[config.mk]
export PLATFORM = sky130hd
export DESIGN_NAME = tod_alarm_ctrl
export DESIGN_NICKNAME = d
export VERILOG_FILES = /design/src/rtl/tod_alarm_pkg.sv /design/src/rtl/tod_alarm_unit.sv /design/src/rtl/tod_alarm_regif.sv /design/src/rtl/tod_alarm_ctrl.sv
export SDC_FILE = /design/constraint.sdc
export NUM_CORES = 1
export LEC_CHECK = 0
export BUFFER_PORTS_ARGS = -buffer_cell sky130_fd_sc_hd__buf_2
export CORE_MARGIN = 3
export CORE_UTILIZATION = 38
export DETAILED_ROUTE_END_ITERATION = 12
export SLEW_MARGIN = 20
export SYNTH_ARGS = -nofsm -noshare
export SYNTH_HDL_FRONTEND = slang
export SYNTH_HIERARCHICAL = 1
export SYNTH_SLANG_ARGS = --single-unit
[constraint.sdc]
create_clock -name clk -period 3.01 [get_ports clk]
set_input_delay 0.301 -clock clk [delete_from_list [all_inputs] [get_ports clk]]
set_output_delay 0.301 -clock clk [all_outputs]
set_load 0.02 [all_outputs]
[src/rtl/tod_alarm_pkg.sv]
package tod_alarm_pkg;
  localparam int DW     = 8;
  localparam int NFIELD = 4;
  localparam int NALM   = 2;
  localparam int IW     = $clog2(NFIELD);
  localparam int AW     = 7;
  localparam int TIME_W = 7;
  localparam int DAY_W  = 3;

  localparam logic [AW-1:0] A_ALM0 = 7'h07;
  localparam logic [AW-1:0] A_CTRL = 7'h0F;
  localparam logic [AW-1:0] A_STAT = 7'h10;

  localparam int CB_WP = 6;
  localparam int CB_SQ = 2;

  typedef logic [DW-1:0] byte_t;
  typedef logic [NFIELD-1:0][DW-1:0] alm_regs_t;

  // A field matches when masked by bit 7 or when its low w bits are equal.
  function automatic logic field_hit(input byte_t a, input byte_t t, input int unsigned w);
    byte_t m;
    m = byte_t'((32'd1 << w) - 32'd1);
    return a[DW-1] | (((a ^ t) & m) == '0);
  endfunction
endpackage

[src/rtl/tod_alarm_unit.sv]
module tod_alarm_unit
  import tod_alarm_pkg::*;
(
  input  logic          clk,
  input  logic          rst_n,
  input  logic          upd_i,
  input  alm_regs_t     now_i,
  input  logic          wr_en,
  input  logic [IW-1:0] wr_slot,
  input  byte_t         wr_data,
  input  logic          touch,
  output alm_regs_t     regs_o,
  output logic          flag_o
);
  alm_regs_t regs_q;
  logic      hit;
  logic      flag_q;

  always_ff @(posedge clk) begin
    if (!rst_n) regs_q <= '0;
    else if (wr_en) regs_q[wr_slot] <= wr_data;
  end

  always_comb begin
    hit = 1'b1;
    for (int f = 0; f < NFIELD; f++)
      hit &= field_hit(regs_q[f], now_i[f], (f == NFIELD-1) ? DAY_W : TIME_W);
  end

  // A match on the update wins over a clear by access on the same cycle.
  always_ff @(posedge clk) begin
    if (!rst_n) flag_q <= 1'b0;
    else if (upd_i && hit) flag_q <= 1'b1;
    else if (touch) flag_q <= 1'b0;
  end

  assign regs_o = regs_q;
  assign flag_o = flag_q;

  assert_flag_sticky_R3: assert property (@(posedge clk) disable iff (!rst_n)
    (flag_q && !touch) |=> flag_q);
  assert_flag_cause_R2: assert property (@(posedge clk) disable iff (!rst_n)
    $rose(flag_q) |-> $past(upd_i));
endmodule

[src/rtl/tod_alarm_regif.sv]
module tod_alarm_regif
  import tod_alarm_pkg::*;
(
  input  logic                      clk,
  input  logic                      rst_n,
  input  logic                      req_valid,
  output logic                      req_ready,
  input  byte_t                     req_addr,
  input  byte_t                     req_wdata,
  output logic                      rsp_valid,
  input  logic                      rsp_ready,
  output byte_t                     rsp_data,
  input  alm_regs_t [NALM-1:0]      alm_rd,
  input  logic [NALM-1:0]           flags_i,
  output logic                      wp_o,
  output logic                      sq_en_o,
  output logic [NALM-1:0]           aie_o,
  output logic [NALM-1:0]           wr_en_o,
  output logic [IW-1:0]             wr_slot_o,
  output logic [NALM-1:0]           touch_o
);
  logic            acc, is_wr;
  logic [AW-1:0]   a7;
  logic [NALM-1:0] in_alm;
  logic [NALM-1:0][IW-1:0] slot;
  logic            wp_q, sq_q, rv_q;
  logic [NALM-1:0] aie_q;
  byte_t           rd_val, rd_q;

  assign req_ready = !rv_q || rsp_ready;
  assign acc       = req_valid && req_ready;
  assign is_wr     = req_addr[DW-1];
  assign a7        = req_addr[AW-1:0];

  always_comb begin
    for (int k = 0; k < NALM; k++) begin
      logic [AW-1:0] off;
      off       = a7 - AW'(int'(A_ALM0) + k*NFIELD);
      in_alm[k] = (off < AW'(NFIELD));
      slot[k]   = off[IW-1:0];
    end
  end

  always_comb begin
    rd_val = '0;
    if (a7 == A_CTRL) rd_val = {1'b0, wp_q, 3'b000, sq_q, aie_q};
    else if (a7 == A_STAT) rd_val = {{(DW-NALM){1'b0}}, flags_i};
    for (int k = 0; k < NALM; k++)
      if (in_alm[k]) rd_val = alm_rd[k][slot[k]];
  end

  always_ff @(posedge clk) begin
    if (!rst_n) begin
      rv_q <= 1'b0;
      rd_q <= '0;
    end else begin
      if (rv_q && rsp_ready) rv_q <= 1'b0;
      if (acc && !is_wr) begin
        rv_q <= 1'b1;
        rd_q <= rd_val;
      end
    end
  end

  always_ff @(posedge clk) begin
    if (!rst_n) begin
      wp_q  <= 1'b1;
      sq_q  <= 1'b0;
      aie_q <= '0;
    end else if (acc && is_wr && a7 == A_CTRL) begin
      wp_q <= req_wdata[CB_WP];
      if (!wp_q) begin
        sq_q  <= req_wdata[CB_SQ];
        aie_q <= req_wdata[NALM-1:0];
      end
    end
  end

  generate
    for (genvar k = 0; k < NALM; k++) begin : g_strobe
      assign wr_en_o[k] = acc && is_wr && in_alm[k] && !wp_q;
      assign touch_o[k] = acc && in_alm[k];
    end
  endgenerate

  assign wr_slot_o = a7[IW-1:0] - A_ALM0[IW-1:0];
  assign rsp_valid = rv_q;
  assign rsp_data  = rd_q;
  assign wp_o      = wp_q;
  assign sq_en_o   = sq_q;
  assign aie_o     = aie_q;

  assert_ctrl_locked_R6: assert property (@(posedge clk) disable iff (!rst_n)
    (acc && is_wr && a7 == A_CTRL && wp_q) |=> $stable({sq_q, aie_q}));
  assert_rsp_hold_R9: assert property (@(posedge clk) disable iff (!rst_n)
    (rv_q && !rsp_ready) |=> (rv_q && $stable(rd_q)));
endmodule

[src/rtl/tod_alarm_ctrl.sv]
module tod_alarm_ctrl
  import tod_alarm_pkg::*;
(
  input  logic        clk,
  input  logic        rst_n,
  input  logic        upd_i,
  input  logic        half_i,
  input  logic [7:0]  now_sec,
  input  logic [7:0]  now_min,
  input  logic [7:0]  now_hour,
  input  logic [7:0]  now_day,
  input  logic        req_valid,
  output logic        req_ready,
  input  logic [7:0]  req_addr,
  input  logic [7:0]  req_wdata,
  output logic        rsp_valid,
  input  logic        rsp_ready,
  output logic [7:0]  rsp_data,
  output logic [1:0]  alm_irq,
  output logic        sq_out,
  output logic        sq_oe
);
  alm_regs_t [NALM-1:0] alm_arr;
  alm_regs_t            now_v;
  logic [NALM-1:0]      flags, aie, wr_en, touch;
  logic [IW-1:0]        wr_slot;
  logic                 wp, sq_en, sq_q;

  assign now_v = {now_day, now_hour, now_min, now_sec};

  tod_alarm_regif u_regif (
    .clk(clk), .rst_n(rst_n),
    .req_valid(req_valid), .req_ready(req_ready),
    .req_addr(req_addr), .req_wdata(req_wdata),
    .rsp_valid(rsp_valid), .rsp_ready(rsp_ready), .rsp_data(rsp_data),
    .alm_rd(alm_arr), .flags_i(flags),
    .wp_o(wp), .sq_en_o(sq_en), .aie_o(aie),
    .wr_en_o(wr_en), .wr_slot_o(wr_slot), .touch_o(touch)
  );

  generate
    for (genvar k = 0; k < NALM; k++) begin : g_alm
      tod_alarm_unit u_unit (
        .clk(clk), .rst_n(rst_n), .upd_i(upd_i), .now_i(now_v),
        .wr_en(wr_en[k]), .wr_slot(wr_slot), .wr_data(req_wdata),
        .touch(touch[k]), .regs_o(alm_arr[k]), .flag_o(flags[k])
      );
    end
  endgenerate

  always_ff @(posedge clk) begin
    if (!rst_n) sq_q <= 1'b0;
    else if (half_i) sq_q <= ~sq_q;
  end

  assign alm_irq = flags & aie;
  assign sq_out  = sq_q;
  assign sq_oe   = sq_en;

  logic acc_wr_alm;
  assign acc_wr_alm = req_valid && req_ready && req_addr[7] &&
                      (req_addr[AW-1:0] >= A_ALM0) &&
                      (req_addr[AW-1:0] < AW'(int'(A_ALM0) + NALM*NFIELD));

  assert_wp_blocks_R6: assert property (@(posedge clk) disable iff (!rst_n)
    (acc_wr_alm && wp) |=> $stable(alm_arr));
  assert_sq_toggle_R8: assert property (@(posedge clk) disable iff (!rst_n)
    half_i |=> (sq_q != $past(sq_q)));
endmodule

==> flow_summary.yaml, run 1 <==
setup_path:
  path_max_fanout: 8
  path_class: "in2reg"
  worstPathRequired_ns: 3.23
  slowest_delay_ns: 0.55
  startpoint_type: "input pin"
  crit_family: "simple AND/OR/NAND/NOR gates"
  critPathCaptureType: "flop"
  critPathBufInv: 1
  cp.arrival_ns: 2.63
  cp_cell_sequence: "buf_2 -> ha_1 -> or3b_1 -> a21oi_1 -> o221ai_1 -> nor2_1 -> nand3b_1 -> mux2i_1 -> nor2b_1"
  slowest_stage: "nand3b_1"
timing:
  tightestPinTransition_ns: 0.776
  maxSlewHeadroom_pct: 48.1
  finalHoldViolCount: 0
  max_freq_mhz: 415
  setup_violations: 0
  finalCritPeriodShare_pct: 80.1
  rsz0062_at_grt: "no"
  post-route-min-period_ns: 2.41
  skew_ns: 0.00880
  fin_setup_tns_ns: 0
  timing.final.ws_setup_ns: 0.599
  final-max-slew-violation-count: 0
clocking:
  clk_latency_ns: 0.34
  cts.sinks: 80
  cts_resized: 0
  cts_htree_levels: 3
  ctsRootBufferMaster: "clkbuf_16"
  cts_hold_buf: 0
  clockBufferDepth: 2
  cts.clk_slew.worst_paths_ns: 0.06
  post-cts-setup-buffers: 0
  cts_buffers: 9
  cts_tree: "yes"
logic_synthesis:
  synth_cell_types: 42
  synth_edf_count: 0
  netlist_top_cells_area: "dfxtp_1 (37%), mux2i_1 (16%), nor2b_1 (9.6%)"
  yosys.area_share.adder_pct: 0.574
  syn_nets: 469
  yosysTopAreaCellShare_pct: 36.8
  synthFlopType: "dfxtp_1"
  synth_mux_area_share_pct: 24.4
  synthSimpleGateAreaFrac_pct: 20.2
  synth_most_common_cell: "dfxtp_1"
  synth_seq_area_share_pct: 36.8
  synthXorXnorAreaFrac_pct: 9.85
  synth_top_family_by_area: "multiplexers"
  async_flop_share_pct: 0
  yosys.area.top_type: "dfxtp_1"
  ys_seq_elements: 80
  syn_area_um2: 4360
  synthCells: 413
  synth_compound_area_share_pct: 5.63
  yosysWarnings: 6
  avgSynthCellArea_um2: 10.5
  synth.top_cells.by_count: "dfxtp_1 (80), mux2i_1 (70), nor2b_1 (67)"
place:
  place_ws_ns: 0.430
  port_buffers: 59
  dp_hpwl_um: 8690
  dp.cells: 604
  place_congestion: 0.865
grt:
  grt_pass1_vias: 3200
  grt_first_pass_wirelength_um: 18300
  overflow: 0
  grtUsageTotal_pct: 18.7
  grt_start_max_net_pins: 49
  antenna_found_initial: 0
power:
  ir_drop_v: 0.000205
  p_clk_share_pct: 44.6
  p_comb_share_pct: 9.1
  power.internal_w: 0.00175
  p_sw_w: 0.000551
  seqPwrFrac_pct: 46.3
  leakage_nw: 2.17
  sw_frac_of_total_pct: 23.9
  p_per_area_nw_per_um2: 450
die:
  die_w_um: 113
  row_count: 38
  dieArea_um2: 12800
  core_area_um2: 11000
  die_height_um: 113
  ios: 68
  start_util_pct: 39.5
routing:
  dr.pass1.iters: 4
  drc: 0
  wl_per_cell_um: 19.1
  via_count: 3251
  wl_um: 11800
  drt-initial-drc-count: 184
  ant_nets: 0
  vias_per_cell: 5.24
finish:
  multiInputGateArea_um2: 2650
  final_nets: 531
  fillers: 1043
  final_cells: 620
  seqCellArea_um2: 1600
  areaGrowthSynthToFinish_pct: 17.4
  drive_gt1_share_pct: 23.3
  antenna_cells: 0
outcome:
  outcome: "completed"
job:
  drv_cap: 0
worst_hold_path:
  hp-class: "in2reg"
==> flip-flops by register name, summed over array words and instances (netlist names) <==
register and count:
sq_out 1, u_regif/aie_o 2, u_regif/rsp_valid 1, u_regif/rsp_data 8, g_alm.u_unit/flag_o 2, u_regif/sq_en_o 1, g_alm.u_unit/regs_o 64, u_regif/wp_o 1
==> cell usage in the layout (no fill, tap or decap), types with 3 or more instances in the layout <==
| cell | count |
|---|---|
| dfxtp_1 | 80 |
| mux2i_1 | 70 |
| nor2b_1 | 67 |
| buf_2 | 59 |
| xnor2_1 | 28 |
| xor2_1 | 21 |
| mux4_2 | 16 |
| buf_4 | 13 |
| nand2b_1 | 11 |
| nand3_1 | 10 |
| clkbuf_16 | 9 |
| nand3b_1 | 8 |
| nor2_1 | 8 |
| nor4_1 | 7 |
| nand2_1 | 7 |
| a31oi_1 | 6 |
| o21ai_0 | 6 |
| nand4_1 | 5 |
| and2_1 | 4 |
| inv_1 | 4 |
| clkinv_2 | 3 |
| nand4b_1 | 3 |
| or3b_1 | 3 |
==> power by group through the flow <==
stage               Combinational (W)  Clock, W  Sequential [W]
floorplan                    0.000110         0         0.00110
global placement             0.000206         0         0.00109
global route                 0.000226   0.00109         0.00107
finish                       0.000209   0.00103         0.00107
CTS                          0.000211   0.00105         0.00107
detailed placement           0.000210         0         0.00109
==> path summary, 6_finish.rpt <==
| check | end | slack, ns | depth (start not counted) | start |
|---|---|---|---|---|
| worst min-delay path | g_alm[1].u_unit/flag_o | 0.27 | 3 | upd_i |
| worst min register to register | u_regif/wp_o | 0.50 | 2 | u_regif/wp_o |
| worst max register to register | g_alm[1].u_unit/regs_o[8] | 0.88 | 6 | u_regif/rsp_valid |
| worst max-delay path | g_alm[1].u_unit/regs_o[8] | 0.60 | 9 | req_addr[0] |
==> through the flow <==
step / cell area [um^2] / utilization, % / hold WS [ns] / power [W]
final: 5120 / 46.4 / 0.269 / 0.00230
after global routing: 5120 / 46.4 / 0.271 / 0.00239
after global placement: 4830 / 43.8 / 0.477 / 0.00130
after floorplan: 4360 / - / 0.423 / 0.00121
after detailed placement: 4830 / 43.8 / 0.490 / 0.00130
after CTS: 5120 / 46.4 / 0.259 / 0.00232
==> layer usage <==
layer	wire length [um]	up-vias	global-route usage [%]
met5	0	-	0
met1	5650	1565	26.3
met3	572	9	3.53
met2	5490	79	29.5
met4	126	0	5.29
li1	-	1598	-
==> cell type report <==
class	count	share of cell area, %
inverters	4	0.293
repair buffers	72	7.68
flip-flops and latches	80	31.3
multi-input cells	308	51.7
clock inverters	5	0.611
clock buffers	11	4.94
well taps	140	3.42
==> cells by family after synthesis <==
kind of cell,after synthesis
buffers and inverters,25
AOI/OAI and AO/OA,30
muxes,86
adders and majority gates,2
DFF,80
and+or+nand+nor,141
xor gates and xnor gates,49
==> worst min-delay path: cells and delay by family <==
family / cells / cell delay [ns]
AO/OA/AOI/OAI: 1 / 0.07
AND/OR/NAND/NOR: 1 / 0.06
buffers and inverters: 1 / 0.11
No activity file was read; power rests on OpenSTA's default activity.
==> run 2: changes to the inputs <==
Clock period 3.01 ns to 2.4 ns, I/O delays scaled along.
==> flow_summary.yaml, run 2 (synthesized netlist as in run 1, its figures left out) <==
outcome:
  outcome: "completed"
setup_path:
  critPathCaptureType: "flop"
  crit_start: "req_addr[0]"
  rrSetupSlack_ns: 0.56
  worstPathRequired_ns: 2.62
  critical_path.endpoint: "g_alm[1].u_unit/regs_o[0]"
  cp.arrival_ns: 2.22
  startpoint_type: "input pin"
  worst_r2r_endpoint: "g_alm[1].u_unit/flag_o"
  path_max_fanout: 5
  path_class: "in2reg"
  timing.rr.start: "g_alm[1].u_unit/regs_o[22]"
  reg2reg_depth: 4
power:
  p_sw_w: 0.000685
  seqPwrFrac_pct: 44.3
  ir_drop_v: 0.000252
  leakage_nw: 2.23
  p_clk_share_pct: 46.8
  p_comb_share_pct: 8.9
  sw_frac_of_total_pct: 22.7
  p_per_area_nw_per_um2: 577
  power.internal_w: 0.00234
routing:
  drc: 0
  ant_nets: 0
  dr.pass1.iters: 4
  wl_um: 11900
  drt-initial-drc-count: 175
  via_count: 3314
  wl_per_cell_um: 18.8
  vias_per_cell: 5.25
grt:
  antenna_found_initial: 0
  grtUsageTotal_pct: 19.1
  grt_start_max_net_pins: 39
  overflow: 0
  grt_pass1_vias: 3244
  grt_first_pass_wirelength_um: 18600
die:
  row_count: 38
  die_w_um: 113
  core_area_um2: 11000
  ios: 68
  dieArea_um2: 12800
  start_util_pct: 39.5
  die_height_um: 113
finish:
  largest_reg_flops: 64
  antenna_cells: 0
  areaGrowthSynthToFinish_pct: 20.0
  drive_gt1_share_pct: 24.8
  mostFrequentLayoutCells: "dfxtp_1 (80), mux2i_1 (70), nor2b_1 (67), buf_2 (59), xnor2_1 (28)"
  final_nets: 543
  final_common_cell: "dfxtp_1"
  fin_area_um2: 5230
clocking:
  cts.sinks: 80
  post-cts-setup-buffers: 0
  cts_hold_buf: 0
  cts_resized: 0
  cts_buffers: 9
  cts_tree: "yes"
  clockBufferDepth: 2
  ctsRootBufferMaster: "clkbuf_16"
  cts.clk_slew.worst_paths_ns: 0.06
  clk_latency_ns: 0.33
  cts_htree_levels: 3
timing:
  finalHoldViolCount: 0
  final-max-slew-violation-count: 0
  rsz0062_at_grt: "no"
  tightestPinTransition_ns: 0.576
  skew_ns: 0.00358
  finalCritPeriodShare_pct: 83.3
  fin_setup_tns_ns: 0
  max_freq_mhz: 500
  maxSlewHeadroom_pct: 61.2
  setup_violations: 0
  timing.final.ws_setup_ns: 0.401
  post-route-min-period_ns: 2.00
place:
  place_ws_ns: 0.0750
  place_congestion: 0.892
  dpl-instance-area_um2: 4920
  dp_hpwl_um: 9020
  port_buffers: 59
job:
  drv_cap: 0
worst_hold_path:
  hp-class: "in2reg"
[run 2: changes by cell type in the layout (fill, tap and decap cells not counted), sizes merged]
cell,previous run,this run
bufinv,0,1
buf,72,84
clkbuf,11,13
clkinv,4,0
[run 2: final cells by class]
| cell class | count | area, um^2 |
|---|---|---|
| Timing Repair Buffer | 84 | 483 |
| Clock inverter | 2 | 37.5 |
| Inverter | 4 | 15.0 |
| Fill cell | 1044 | 5800 |
| Sequential cell | 80 | 1600 |
| Multi-Input combinational cell | 308 | 2650 |
| Tap cell | 140 | 175 |
| Clock buffer | 13 | 270 |
[run 2: critical path, stage by stage]
cell      delay (ns)
buf_2           0.13
ha_1            0.25
or3b_1          0.36
a21oi_1         0.14
o221ai_1        0.18
nor2_1          0.25
nor3b_2         0.24
buf_4           0.19
mux2i_1         0.18
nor2b_1         0.06
[run 2: worst min path at each step]
stage                            start  cells after the start                      to
after global routing             upd_i                      3  g_alm[0].u_unit/flag_o
after detailed placement  u_regif/wp_o                      2            u_regif/wp_o
after global placement    u_regif/wp_o                      2            u_regif/wp_o
after CTS                        upd_i                      3  g_alm[0].u_unit/flag_o
after floorplan                  rst_n                      1                  sq_out
final                            upd_i                      3  g_alm[0].u_unit/flag_o
[run 2: power groups by stage]
stage	sequential (W)	combinational (W)	clock (W)
2_1_floorplan	0.00138	0.000138	0
3_3_place_gp	0.00137	0.000264	0
3_5_place_dp	0.00137	0.000268	0
4_1_cts	0.00134	0.000269	0.00145
5_1_grt	0.00134	0.000291	0.00150
6_report	0.00134	0.000268	0.00141
[run 2: metrics by stage]
stage               utilization, %  hold slack [ns]  cells  power, W
finish                        47.4            0.207    631   0.00302
global route                  47.4            0.223    631   0.00313
CTS                           47.4            0.199    631   0.00305
detailed placement            44.6            0.489    616   0.00164
global placement              44.6            0.484    616   0.00163
floorplan                        -            0.362    413   0.00151
[run 2: routing by layer]
metal  routed length, um  track usage (%)
met1                5730             27.5
met2                5430             28.9
met3                 490             4.01
met4                 202             5.69
met5                   0                0
